--- config.mk ---
export PLATFORM = sky130hd
export DESIGN_NAME = gpio_irq_ctrl
export DESIGN_NICKNAME = d
export VERILOG_FILES = /design/src/rtl/gpio_irq_pkg.sv /design/src/rtl/gpio_sync.sv /design/src/rtl/gpio_event_det.sv /design/src/rtl/gpio_status_bank.sv /design/src/rtl/gpio_irq_ctrl.sv
export SDC_FILE = /design/constraint.sdc
export NUM_CORES = 1
export LEC_CHECK = 0
export BUFFER_PORTS_ARGS = -buffer_cell sky130_fd_sc_hd__buf_2
export CAP_MARGIN = 10
export CORE_UTILIZATION = 50
export DETAILED_ROUTE_END_ITERATION = 8
export MAX_ROUTING_LAYER = met4
export PLACE_DENSITY = 0.69
export SLEW_MARGIN = 10
export SYNTH_ARGS = -nofsm -noshare
export SYNTH_HDL_FRONTEND = slang
export SYNTH_SLANG_ARGS = --single-unit
--- constraint.sdc ---
create_clock -name clk -period 2.1 [get_ports clk]
set_clock_uncertainty 0.2 [all_clocks]
set_input_delay 0.105 -clock clk [delete_from_list [all_inputs] [get_ports clk]]
set_output_delay 0.105 -clock clk [all_outputs]
set_load 0.1 [all_outputs]
--- src/rtl/gpio_irq_pkg.sv ---
// Shared definitions for the pin controller: register word indices and the
// per-pin trigger configuration. Assumes word-aligned byte addresses.
package gpio_irq_pkg;

    localparam int ADDR_W = 6;

    // Word index of each register (byte address bits [5:2])
    typedef enum logic [3:0] {
        IDX_DATA = 4'd0,
        IDX_DIR  = 4'd1,
        IDX_IEN  = 4'd2,
        IDX_STAT = 4'd3,
        IDX_PEND = 4'd4,
        IDX_CLR  = 4'd5,
        IDX_EDGE = 4'd6,
        IDX_POL  = 4'd7,
        IDX_VER  = 4'd8,
        IDX_BOTH = 4'd9
    } reg_idx_e;

    // Trigger selection of one pin
    typedef struct packed {
        logic edge_mode;
        logic pol;
        logic both;
    } trig_cfg_t;

endpackage

--- src/rtl/gpio_sync.sv ---
// Two-flop synchronizer for a bus of independent asynchronous pin levels.
// Assumes each bit is treated on its own (no multi-bit coherence).
module gpio_sync #(
    parameter int W = 32
) (
    input  logic         clk,
    input  logic         rst_n,
    input  logic [W-1:0] async_i,
    output logic [W-1:0] sync_o
);

    logic [W-1:0] meta_q;
    logic [W-1:0] sync_q;

    // Two-stage capture of the raw pin levels
    always_ff @(posedge clk) begin
        if (!rst_n) begin
            meta_q <= '0;
            sync_q <= '0;
        end else begin
            meta_q <= async_i;
            sync_q <= meta_q;
        end
    end

    assign sync_o = sync_q;

endmodule

--- src/rtl/gpio_event_det.sv ---
// Trigger detector for one pin: level, single edge or dual edge, compared
// against the previous synchronized sample. Assumes a synchronized input.
// BOTH_OK selects whether the dual-edge mode is built in.
module gpio_event_det
    import gpio_irq_pkg::*;
#(
    parameter bit BOTH_OK = 1'b1
) (
    input  logic      clk,
    input  logic      rst_n,
    input  logic      smp_i,
    input  trig_cfg_t cfg_i,
    output logic      evt_o
);

    logic prev_q;
    logic rise;
    logic fall;
    logic edge_hit;

    // Hold the previous synchronized sample for edge detection
    always_ff @(posedge clk) begin
        if (!rst_n) prev_q <= 1'b0;
        else        prev_q <= smp_i;
    end

    assign rise = smp_i & ~prev_q;
    assign fall = ~smp_i & prev_q;

    generate
        if (BOTH_OK) begin : g_both
            // Edge selection with the dual-edge option
            always_comb begin
                if (cfg_i.both) edge_hit = rise | fall;
                else            edge_hit = cfg_i.pol ? rise : fall;
            end
        end else begin : g_single
            // Edge selection without the dual-edge option
            always_comb edge_hit = cfg_i.pol ? rise : fall;
        end
    endgenerate

    // Level or edge event for this cycle
    always_comb begin
        if (cfg_i.edge_mode) evt_o = edge_hit;
        else                 evt_o = cfg_i.pol ? smp_i : ~smp_i;
    end

endmodule

--- src/rtl/gpio_status_bank.sv ---
// Raw interrupt status latches: set by events and cleared by write-one.
// An event in the same cycle as a clear wins. Assumes clr_i is a
// single-cycle strobe.
module gpio_status_bank #(
    parameter int W = 32
) (
    input  logic         clk,
    input  logic         rst_n,
    input  logic [W-1:0] evt_i,
    input  logic         clr_i,
    input  logic [W-1:0] clr_mask_i,
    output logic [W-1:0] status_o
);

    logic [W-1:0] status_q;
    logic [W-1:0] status_d;

    // Next status: clear the selected bits, then OR in new events
    always_comb begin
        status_d = status_q;
        if (clr_i) status_d = status_d & ~clr_mask_i;
        status_d = status_d | evt_i;
    end

    // Status register
    always_ff @(posedge clk) begin
        if (!rst_n) status_q <= '0;
        else        status_q <= status_d;
    end

    assign status_o = status_q;

endmodule

--- src/rtl/gpio_irq_ctrl.sv ---
// Memory-mapped pin controller with per-pin interrupt triggers.
// Assumes single-cycle writes, combinational reads, word-aligned addresses
// and 1 <= PINS <= 32. The dual-edge register exists when VERSION >= 3.
module gpio_irq_ctrl
    import gpio_irq_pkg::*;
#(
    parameter int PINS    = 16,
    parameter int VERSION = 3
) (
    input  logic              clk,
    input  logic              rst_n,
    input  logic              bus_we,
    input  logic [ADDR_W-1:0] bus_addr,
    input  logic [31:0]       bus_wdata,
    output logic [31:0]       bus_rdata,
    input  logic [PINS-1:0]   pin_in,
    output logic [PINS-1:0]   pin_out,
    output logic [PINS-1:0]   pin_oe,
    output logic              irq
);

    localparam bit HAS_BOTH = (VERSION >= 3);

    reg_idx_e        idx;
    logic [PINS-1:0] wpins;
    logic [PINS-1:0] out_q, dir_q, ien_q, edge_q, pol_q, both_q;
    logic [PINS-1:0] smp, evt, status_q, pend;
    logic [PINS-1:0] data_view;
    logic            clr_we;

    assign idx    = reg_idx_e'(bus_addr[5:2]);
    assign wpins  = bus_wdata[PINS-1:0];
    assign clr_we = bus_we && (idx == IDX_CLR);

    // Configuration registers written from the bus
    always_ff @(posedge clk) begin
        if (!rst_n) begin
            out_q  <= '0;
            dir_q  <= '1;
            ien_q  <= '0;
            edge_q <= '1;
            pol_q  <= '1;
        end else if (bus_we) begin
            case (idx)
                IDX_DATA: out_q  <= wpins;
                IDX_DIR:  dir_q  <= wpins;
                IDX_IEN:  ien_q  <= wpins;
                IDX_EDGE: edge_q <= wpins;
                IDX_POL:  pol_q  <= wpins;
                default:  ;
            endcase
        end
    end

    generate
        if (HAS_BOTH) begin : g_both_reg
            // Dual-edge register, present only in versions with the option
            always_ff @(posedge clk) begin
                if (!rst_n)                          both_q <= '0;
                else if (bus_we && idx == IDX_BOTH)  both_q <= wpins;
            end
        end else begin : g_no_both
            assign both_q = '0;
        end
    endgenerate

    gpio_sync #(.W(PINS)) u_sync (
        .clk     (clk),
        .rst_n   (rst_n),
        .async_i (pin_in),
        .sync_o  (smp)
    );

    generate
        for (genvar i = 0; i < PINS; i++) begin : g_pin
            trig_cfg_t cfg;
            assign cfg = '{edge_mode: edge_q[i], pol: pol_q[i], both: both_q[i]};
            gpio_event_det #(.BOTH_OK(HAS_BOTH)) u_det (
                .clk   (clk),
                .rst_n (rst_n),
                .smp_i (smp[i]),
                .cfg_i (cfg),
                .evt_o (evt[i])
            );
        end
    endgenerate

    gpio_status_bank #(.W(PINS)) u_stat (
        .clk        (clk),
        .rst_n      (rst_n),
        .evt_i      (evt),
        .clr_i      (clr_we),
        .clr_mask_i (wpins),
        .status_o   (status_q)
    );

    assign pend      = status_q & ien_q;
    assign irq       = |pend;
    assign pin_out   = out_q;
    assign pin_oe    = ~dir_q;
    assign data_view = (dir_q & smp) | (~dir_q & out_q);

    // Combinational read multiplexer
    always_comb begin
        case (idx)
            IDX_DATA: bus_rdata = 32'(data_view);
            IDX_DIR:  bus_rdata = 32'(dir_q);
            IDX_IEN:  bus_rdata = 32'(ien_q);
            IDX_STAT: bus_rdata = 32'(status_q);
            IDX_PEND: bus_rdata = 32'(pend);
            IDX_EDGE: bus_rdata = 32'(edge_q);
            IDX_POL:  bus_rdata = 32'(pol_q);
            IDX_VER:  bus_rdata = 32'(VERSION);
            IDX_BOTH: bus_rdata = 32'(both_q);
            default:  bus_rdata = '0;
        endcase
    end

endmodule

# == After elaboration in Yosys (flattened, before gate mapping) ==
# Index checks and enable logic that the tools add are counted.
# op_classes
addsub,0
div,0
n_lt_le_gt_ge,0
shift,0
multipliers,0
reduce_logical,9
n_bitwise,88
mux,66
n_eq_ne,9
# op_table
cell,count
$pmux 16 s9,1
$and 16x16->16,4
$mux 1,64
$and 1x1->1,32
$not 1->1,32
$not 16->16,2
$or 16x16->16,2
$eq 4x3->1 const B,4
$mux 16,1
$or 1x1->1,16
$reduce_or 16->1,1
$reduce_and 2->1,5
$eq 4x2->1 const B,2
$eq 4x4->1 const B,2
$eq 4x1->1 const B,1
$logic_not 4->1,1
$logic_and 1x1->1,2
# word_totals
output_inout_bits,65
latchBits,0
mem_bits_ro,0
mem_bits_rw,0
reg_bits,160
input_bits,57
word_cells,197
mem_count,0

# == Depth between registers and ports, before layout ==
# Gate-level depths: netlist of the first run.
# depth
ltp_word,6
ltp_mapped,7
depth_no_buf,6

# == Hierarchy ==
# Synthesis of the first run repeated with hierarchy kept, for this count alone.
# hier_totals
hier_cells,922
hier_area_um2,8139.1
# by_module_without_submodules
mod,seq_area_each_um2,area_per_inst_um2,cells_each,n_inst
gpio_irq_ctrl,1921.8,4959.8,612,1
gpio_event_det,20.0,106.4,11,16
gpio_sync,640.6,895.9,67,1
gpio_status_bank,320.3,581.8,67,1

# == Worst setup path before layout of the first run ==
# Ideal clock, no wire load.
# synth_path
path_type,input to output
start,input bus_addr[3]
end,output bus_rdata[15]
path_buffers,2
required_time_ns,1.795
setup_slack_ns,-1.201
arrival_ns,2.996
cell_stages,5
path_cell_list,buf_2 -> buf_4 -> and3b_1 -> a31oi_1 -> o311ai_1
# synth_via
elab_chain_cells,2
elab_cells_between_ends,10
cone_classes,eq/ne: 8; mux: 1; reduce/logical: 1
# synth_lines
item,line_no,source
from (decl),gpio_irq_ctrl.sv:13,"input logic [ADDR_W-1:0] bus_addr,"
"$eq 4x4->1, or another cell as far along",gpio_irq_ctrl.sv:105,case (idx)
$pmux 16 s9 (*),gpio_irq_ctrl.sv:105,
to (decl),gpio_irq_ctrl.sv:15,"output logic [31:0] bus_rdata,"
# Every way passes the cells marked *; elsewhere a longest branch is shown, timed or not.

# == Worst setup path in the final report of the first run ==
# layout_path
start,register dir_q[8]
end,output bus_rdata[8]
# layout_via
elab_chain_cells,4
elab_cells_between_ends,5
cone_classes,mux: 1; bitwise: 4
# layout_lines
item,line_no,source
from (decl),gpio_irq_ctrl.sv:26,"logic [PINS-1:0] out_q, dir_q, ien_q, edge_q, pol_q, both_q;"
from (signal assigned),gpio_irq_ctrl.sv:46,IDX_DIR: dir_q <= wpins;
$not 16->16,gpio_irq_ctrl.sv:101,assign data_view = (dir_q & smp) | (~dir_q & out_q);
$and 16x16->16,gpio_irq_ctrl.sv:101,
$or 16x16->16,gpio_irq_ctrl.sv:101,
$pmux 16 s9 (*),gpio_irq_ctrl.sv:105,
# Marks and branches as above.

==> results.sh, run 1 <==
export IMPL_vdd_ir_drop_worst_uv=628
export IMPL_minimum_period_implied_by_the_final_worst_setup_slack_ns=2.09
export IMPL_timing_final_ws_setup_ns=0.00787
export IMPL_slew_violations=0
export IMPL_routabilityCongestion=0.889
export IMPL_root_buffer="sky130_fd_sc_hd__clkbuf_16"
export IMPL_cts_reportedPaths_clkPinSlew_ns=0.06
export IMPL_final_setup_viol_count=0
export IMPL_most_common_layout_cells="201 x sky130_fd_sc_hd__nand2_1, 146 x sky130_fd_sc_hd__dfxtp_1, 69 x sky130_fd_sc_hd__buf_2"
export IMPL_die_area_mm2=0.0163
export IMPL_nets=1144
export IMPL_route_detailed_drc=0
export IMPL_route_detailed_vias_per_inst=5.47
export IMPL_antenna_cells=0
export IMPL_min_delay_path_class="input port to register"
export IMPL_initial_antenna_violation_count=0
export IMPL_adder_cell_area_share_of_the_yosys_netlist_pct=5.07
export IMPL_worst_endpoint_arrival_ns=1.79
export IMPL_timing_worst_slew_pin_value_ns=0.647
export IMPL_drt_antenna_violating_nets=0
export IMPL_grt_pass1_vias=6650
export IMPL_wirelength_um=22000
export IMPL_netlist_instances=913
export IMPL_drt_first_iter_violations=614
export IMPL_layout_filler_cells=1328
export IMPL_clkLatencyLatePin_ns=0.43
export IMPL_ys_ff_latch=160
export IMPL_top_signal_layer_used="met4"
export IMPL_run_status="complete, no violations"
export IMPL_critical_path_class="register to output port"
export IMPL_cp_start_kind="register"
export IMPL_synth_compound_area_share_pct=21.1
export IMPL_ys_seq_area_share_pct=40.6
export IMPL_clock_tree_buffer_depth=2
export IMPL_kind_of_end_point_of_the_critical_path="output port"
export IMPL_routed_wl_met3_um=1570
export IMPL_rsz0062_at_grt="true"
export IMPL_synthDistinctLibCells=65
export IMPL_post_synth_mux_area_share_pct=4.26
export IMPL_numPortBuffers=87
export IMPL_final_layout_size_suffix_gt1_share_pct=23.8
export IMPL_track_usage_pct=29.1
export IMPL_worst_endpoint_required_ns=1.79
export IMPL_combinational_family_with_the_most_area_after_synthesis="compound AO/OA/AOI/OAI gates"
export IMPL_syn2layout_area_growth_pct=28.8
export IMPL_worst_case_headroom_to_the_max_slew_limit_pct=56.8
export IMPL_max_cap_violations=0
export IMPL_postSynth_topFlopCell="sky130_fd_sc_hd__dfxtp_1"
export IMPL_clock_fmax_mhz=478
export IMPL_synthesized_area_per_cell_um2=8.65
export IMPL_hold_viol_final=0
export IMPL_number_of_detailed_route_iterations_in_the_first_pass=5
export IMPL_cts_tree="yes"
export IMPL_fin_cells=1276
export IMPL_post_synth_and_or_nand_nor_area_fraction_pct=19.7
export IMPL_grt_first_pass_wirelength_um=35200
export IMPL_syn_area_mm2=0.00789
export IMPL_floorplan_initialDensity_pct=51.5
export IMPL_xor_xnor_share_of_the_synthesized_area_pct=1.78
export IMPL_total_number_of_placement_rows=45
export IMPL_chipHeight_um=128
export IMPL_synth_edff_count=0
export IMPL_static_leakage_power_nw=4.40
export IMPL_synthesis_yosys_warnings=0
export IMPL_power_density_mw_per_mm2=761
export IMPL_cts_buffers=17
export IMPL_dp_slack_ns=0.0705
export IMPL_min_period_over_period_pct=99.6
export IMPL_pin_count_of_the_biggest_net_entering_global_routing=161
export IMPL_route_met2_wl_um=10400
export IMPL_met1_length_um=9530
export IMPL_most_frequent_standard_cell_in_the_layout_excluding_fill_and_tap_cells="sky130_fd_sc_hd__nand2_1"
export IMPL_post_layout_total_power_mw=7.74
export IMPL_final_hold_worst_slack_ns=0.0324
export IMPL_wl_per_cell_um=17.2
export IMPL_detailed_place_hpwl_um=14700
export IMPL_grt_remaining_overflow=0
export IMPL_via_count=6982
export IMPL_timing_critical_path_fanout_max=2
export IMPL_dp_cells=1213
export IMPL_core_outline_area_mm2=0.0153
export IMPL_ios=122
export IMPL_cts_htree_levels=4
export IMPL_synth_async_sr_flop_share_pct=0
export IMPL_tritoncts_num_sinks=160
export IMPL_die_width_um=128
synth_stat cells, types with 2 or more instances:
cell type	number	area, um2
sky130_fd_sc_hd__a22oi_1	7	52.6
sky130_fd_sc_hd__a21boi_1	51	383
sky130_fd_sc_hd__o211ai_1	33	248
sky130_fd_sc_hd__and2_1	51	319
sky130_fd_sc_hd__nand3_1	34	170
sky130_fd_sc_hd__xor2_1	16	140
sky130_fd_sc_hd__o21ai_0	22	110
sky130_fd_sc_hd__a21o_1	12	90.1
sky130_fd_sc_hd__ha_1	32	400
sky130_fd_sc_hd__clkbuf_1	24	90.1
sky130_fd_sc_hd__nor2_1	7	26.3
sky130_fd_sc_hd__a32oi_1	2	17.5
sky130_fd_sc_hd__a221o_1	4	40.0
sky130_fd_sc_hd__a221oi_1	10	87.6
sky130_fd_sc_hd__buf_6	3	33.8
sky130_fd_sc_hd__dfxtp_1	160	3200
sky130_fd_sc_hd__nor2b_1	2	12.5
sky130_fd_sc_hd__nor4b_2	2	30.0
sky130_fd_sc_hd__or3b_2	2	17.5
sky130_fd_sc_hd__a21oi_1	18	90.1
sky130_fd_sc_hd__mux2i_1	10	100
sky130_fd_sc_hd__mux2_2	21	236
sky130_fd_sc_hd__a311oi_1	2	17.5
sky130_fd_sc_hd__o21ai_1	7	35.0
sky130_fd_sc_hd__and3b_1	2	17.5
sky130_fd_sc_hd__a22o_1	6	52.6
sky130_fd_sc_hd__buf_2	18	90.1
sky130_fd_sc_hd__nor3_1	4	20.0
sky130_fd_sc_hd__o21a_1	18	135
sky130_fd_sc_hd__o22ai_1	2	12.5
sky130_fd_sc_hd__a21boi_0	12	90.1
sky130_fd_sc_hd__o32ai_1	2	17.5
sky130_fd_sc_hd__nand2_1	201	754
sky130_fd_sc_hd__a32o_1	5	50.1
sky130_fd_sc_hd__inv_1	52	195
sky130_fd_sc_hd__buf_4	24	180
sky130_fd_sc_hd__o2bb2ai_1	4	35.0
sky130_fd_sc_hd__a31oi_1	4	25.0
power breakdown:
group	internal, mW	switching [mW]
registers	3.13	0.0850
clock network	2.12	1.22
logic	0.421	0.766
total	5.67	2.07
worst max-delay path: stages, from the launching register on:
cell and delay, ns:
sky130_fd_sc_hd__dfxtp_2 0.34, sky130_fd_sc_hd__mux2_4 0.30, sky130_fd_sc_hd__a22oi_2 0.11, sky130_fd_sc_hd__o21ai_1 0.08, sky130_fd_sc_hd__a221o_2 0.35, sky130_fd_sc_hd__buf_12 0.18
timing repair:
action | in CTS | in global routing
hold endpoints to repair | 128 | 0
pin swaps | 2 | 4
buffers inserted | 1 | 1
hold buffers | 32 | 0
resized for setup | 11 | 14
endpoints found under the setup margin | 4 | 14
layer usage:
metal / vias up / GRT usage [%]
met1: 3305 / 36.2
met2: 249 / 46.3
met4: 0 / 10.1
met3: 32 / 6.97
met5: - / -
li1: 3396 / -
per-stage QoR:
step / TNS (ns) / util [%] / area [um2]
after floorplan: -0.546 / - / 8090
after global placement: 0 / 59.5 / 9100
after detailed placement: 0 / 59.5 / 9100
after CTS: -0.0350 / 65.9 / 10100
after global routing: -0.163 / 66.4 / 10200
final: 0 / 66.4 / 10200
kinds of logic (layout without fill, tap and decap cells):
| group | Yosys count | count (layout) |
|---|---|---|
| simple gates | 322 | 322 |
| buf+inv | 121 | 258 |
| compound gates | 230 | 230 |
| fa+ha+maj | 32 | 32 |
| mux | 31 | 31 |
| xor+xnor | 16 | 16 |
| flops | 160 | 160 |
| other cells | 1 | 16 |
area by class of cell:
| type | instances | area, um2 | area share [%] |
|---|---|---|---|
| multi-input cells | 647 | 4340 | 42.7 |
| flip-flops and latches | 160 | 3220 | 31.7 |
| repair buffers | 177 | 1520 | 14.9 |
| clock buffers | 19 | 443 | 4.36 |
| well taps | 211 | 264 | 2.60 |
| inverters | 52 | 199 | 1.96 |
| clock inverters | 10 | 188 | 1.85 |
worst paths after layout:
| path | startpoint | end | slack, ns | cells after the start |
|---|---|---|---|---|
| worst max-delay path | dir_q[8] | bus_rdata[8] | 0.008 | 5 |
| worst max register to register | u_sync.sync_o[15] | u_stat.status_o[15] | 0.36 | 6 |
| worst min register to register | u_sync.meta_q[2] | u_sync.sync_o[2] | 0.23 | 1 |
| worst min-delay path | rst_n | pol_q[0] | 0.03 | 3 |
state kept, by name, summed over array words and instances, names as in the netlist:
signal and flops:
both_q 16, dir_q 16, edge_q 16, g_pin.u_det.prev_q 16
ien_q 16, pin_out 16, pol_q 16, u_stat.status_o 16
u_sync.meta_q 16, u_sync.sync_o 16
Power figures use the tool's default switching activity.
==> run 2, diff against run 1 <==
--- a/config.mk
+++ b/config.mk
@@ -7,6 +7,7 @@
 export LEC_CHECK = 0
 export BUFFER_PORTS_ARGS = -buffer_cell sky130_fd_sc_hd__buf_2
 export CAP_MARGIN = 10
+export CORE_ASPECT_RATIO = 2
 export CORE_UTILIZATION = 50
 export DETAILED_ROUTE_END_ITERATION = 8
 export MAX_ROUTING_LAYER = met4
==> run 2 against run 1 <==
Effect of this change:
- the run now ends with setup timing left
- hold slack worse by 0.0072 ns
- via count up 0.77%
- global-route usage fell by 0.23 points
- clock power is essentially flat
- power rose by 0.22%
- largest cell class unchanged
==> results.sh, run 2 (synthesized netlist as in run 1, its figures left out) <==
export IMPL_drt_antenna_violating_nets=0
export IMPL_wirelength_um=22500
export IMPL_minimum_period_implied_by_the_final_worst_setup_slack_ns=2.11
export IMPL_rsz0062_at_grt="true"
export IMPL_cts_reportedPaths_clkPinSlew_ns=0.07
export IMPL_cts_buffers=17
export IMPL_initial_antenna_violation_count=0
export IMPL_max_cap_violations=0
export IMPL_worst_endpoint_required_ns=1.79
export IMPL_route_detailed_drc=0
export IMPL_ios=122
export IMPL_fin_cells=1265
export IMPL_dp_cells=1201
export IMPL_clock_fmax_mhz=475
export IMPL_numPortBuffers=87
export IMPL_antenna_cells=0
export IMPL_core_outline_area_mm2=0.0154
export IMPL_detailed_place_hpwl_um=15200
export IMPL_timing_worst_slew_pin_value_ns=0.595
export IMPL_post_layout_total_power_mw=7.76
export IMPL_final_layout_size_suffix_gt1_share_pct=24.0
export IMPL_timing_critical_path_fanout_max=2
export IMPL_most_common_layout_cells="201 x sky130_fd_sc_hd__nand2_1, 145 x sky130_fd_sc_hd__dfxtp_1, 69 x sky130_fd_sc_hd__buf_2"
export IMPL_static_leakage_power_nw=4.40
export IMPL_run_status="finished with violations"
export IMPL_final_hold_worst_slack_ns=0.0251
export IMPL_reg2reg_setup_slack_ns=0.36
export IMPL_nets=1144
export IMPL_final_core_utilization_pct=66.1
export IMPL_worst_endpoint_arrival_ns=1.80
export IMPL_worst_case_headroom_to_the_max_slew_limit_pct=60.3
export IMPL_route_detailed_vias_per_inst=5.56
export IMPL_regToRegStartpoint="u_sync.sync_o[5]"
export IMPL_wl_per_cell_um=17.8
export IMPL_min_delay_path_class="input port to register"
export IMPL_grt_first_pass_wirelength_um=35700
export IMPL_timing_final_ws_setup_ns=-0.00741
export IMPL_grt_remaining_overflow=0
export IMPL_routabilityCongestion=0.890
export IMPL_grt_pass1_vias=6811
export IMPL_die_width_um=90.8
export IMPL_worst_r2r_path_depth=6
export IMPL_number_of_detailed_route_iterations_in_the_first_pass=5
export IMPL_floorplan_initialDensity_pct=51.3
export IMPL_total_number_of_placement_rows=64
export IMPL_violated_checks="setup timing"
export IMPL_dp_slack_ns=0.124
export IMPL_root_buffer="sky130_fd_sc_hd__clkbuf_16"
export IMPL_holdCritStartpoint="rst_n"
export IMPL_syn2layout_area_growth_pct=28.7
export IMPL_timing_rr_end="u_stat.status_o[5]"
export IMPL_die_area_mm2=0.0163
export IMPL_tritoncts_num_sinks=160
export IMPL_cts_htree_levels=4
export IMPL_holdPathStages=3
export IMPL_clock_tree_buffer_depth=2
export IMPL_track_usage_pct=28.9
export IMPL_whs_endpoint="edge_q[13]"
export IMPL_hold_viol_final=0
export IMPL_pin_count_of_the_biggest_net_entering_global_routing=161
export IMPL_chipHeight_um=180
export IMPL_via_count=7036
export IMPL_vdd_ir_drop_worst_uv=455
export IMPL_kind_of_end_point_of_the_critical_path="output port"
export IMPL_drt_first_iter_violations=480
export IMPL_setup_worst_path_start="dir_q[8]"
export IMPL_power_density_mw_per_mm2=764
export IMPL_layout_filler_cells=1318
export IMPL_final_setup_viol_count=1
export IMPL_critical_path_class="register to output port"
export IMPL_cts_tree="yes"
export IMPL_most_frequent_standard_cell_in_the_layout_excluding_fill_and_tap_cells="sky130_fd_sc_hd__nand2_1"
export IMPL_slew_violations=0
export IMPL_clkLatencyLatePin_ns=0.43
export IMPL_min_period_over_period_pct=100
export IMPL_cp_start_kind="register"
-- run 2: worst max path at each step --
stage / endpoint / cells past startpoint / slack [ns]
after floorplan: bus_rdata[3] / 5 / -0.39
after global placement: bus_rdata[3] / 7 / 0.14
after detailed placement: bus_rdata[3] / 7 / 0.12
after CTS: bus_rdata[8] / 5 / -0.03
after global routing: bus_rdata[8] / 5 / -0.06
final: bus_rdata[8] / 5 / -0.007
-- run 2: power by group --
part	internal, mW	switching, mW
registers	3.13	0.0866
logic	0.422	0.764
clock network	2.06	1.30
total	5.61	2.15
-- run 2: critical path, stage by stage, from the launching register on --
cell and delay, ns:
sky130_fd_sc_hd__dfxtp_2 0.34, sky130_fd_sc_hd__mux2_4 0.31, sky130_fd_sc_hd__a22oi_2 0.12, sky130_fd_sc_hd__o21ai_1 0.08
sky130_fd_sc_hd__a221o_2 0.34, sky130_fd_sc_hd__buf_12 0.18
-- run 2: final cells by class --
type | instances | area, um2 | share of cell area [%]
Clock inverter | 11 | 179 | 1.76
Timing Repair Buffer | 177 | 1520 | 15.0
Tap cell | 198 | 248 | 2.44
Multi-Input combinational cell | 647 | 4330 | 42.6
Clock buffer | 20 | 457 | 4.50
Sequential cell | 160 | 3220 | 31.7
Inverter | 52 | 199 | 1.96
-- run 2: layer usage --
layer,track usage (%),routed length (um)
met5,-,0
met4,17.6,1160
met3,4.02,1280
met2,48.3,11200
met1,32.2,8850
-- run 2: repair_timing --
item | in CTS | in global routing
endpoints found under the setup margin | 4 | 12
pin swaps | 3 | 8
hold endpoints to repair | 128 | 0
hold buffers | 32 | 0
setup buffers | 0 | 1
gates resized for setup | 9 | 18
-- run 2: through the flow --
step / TNS, ns / area [um2]
3_5_place_dp: 0 / 9100
6_report: -0.00741 / 10200
3_3_place_gp: 0 / 9100
5_1_grt: -0.153 / 10200
4_1_cts: -0.0345 / 10100
2_1_floorplan: -0.546 / 8090
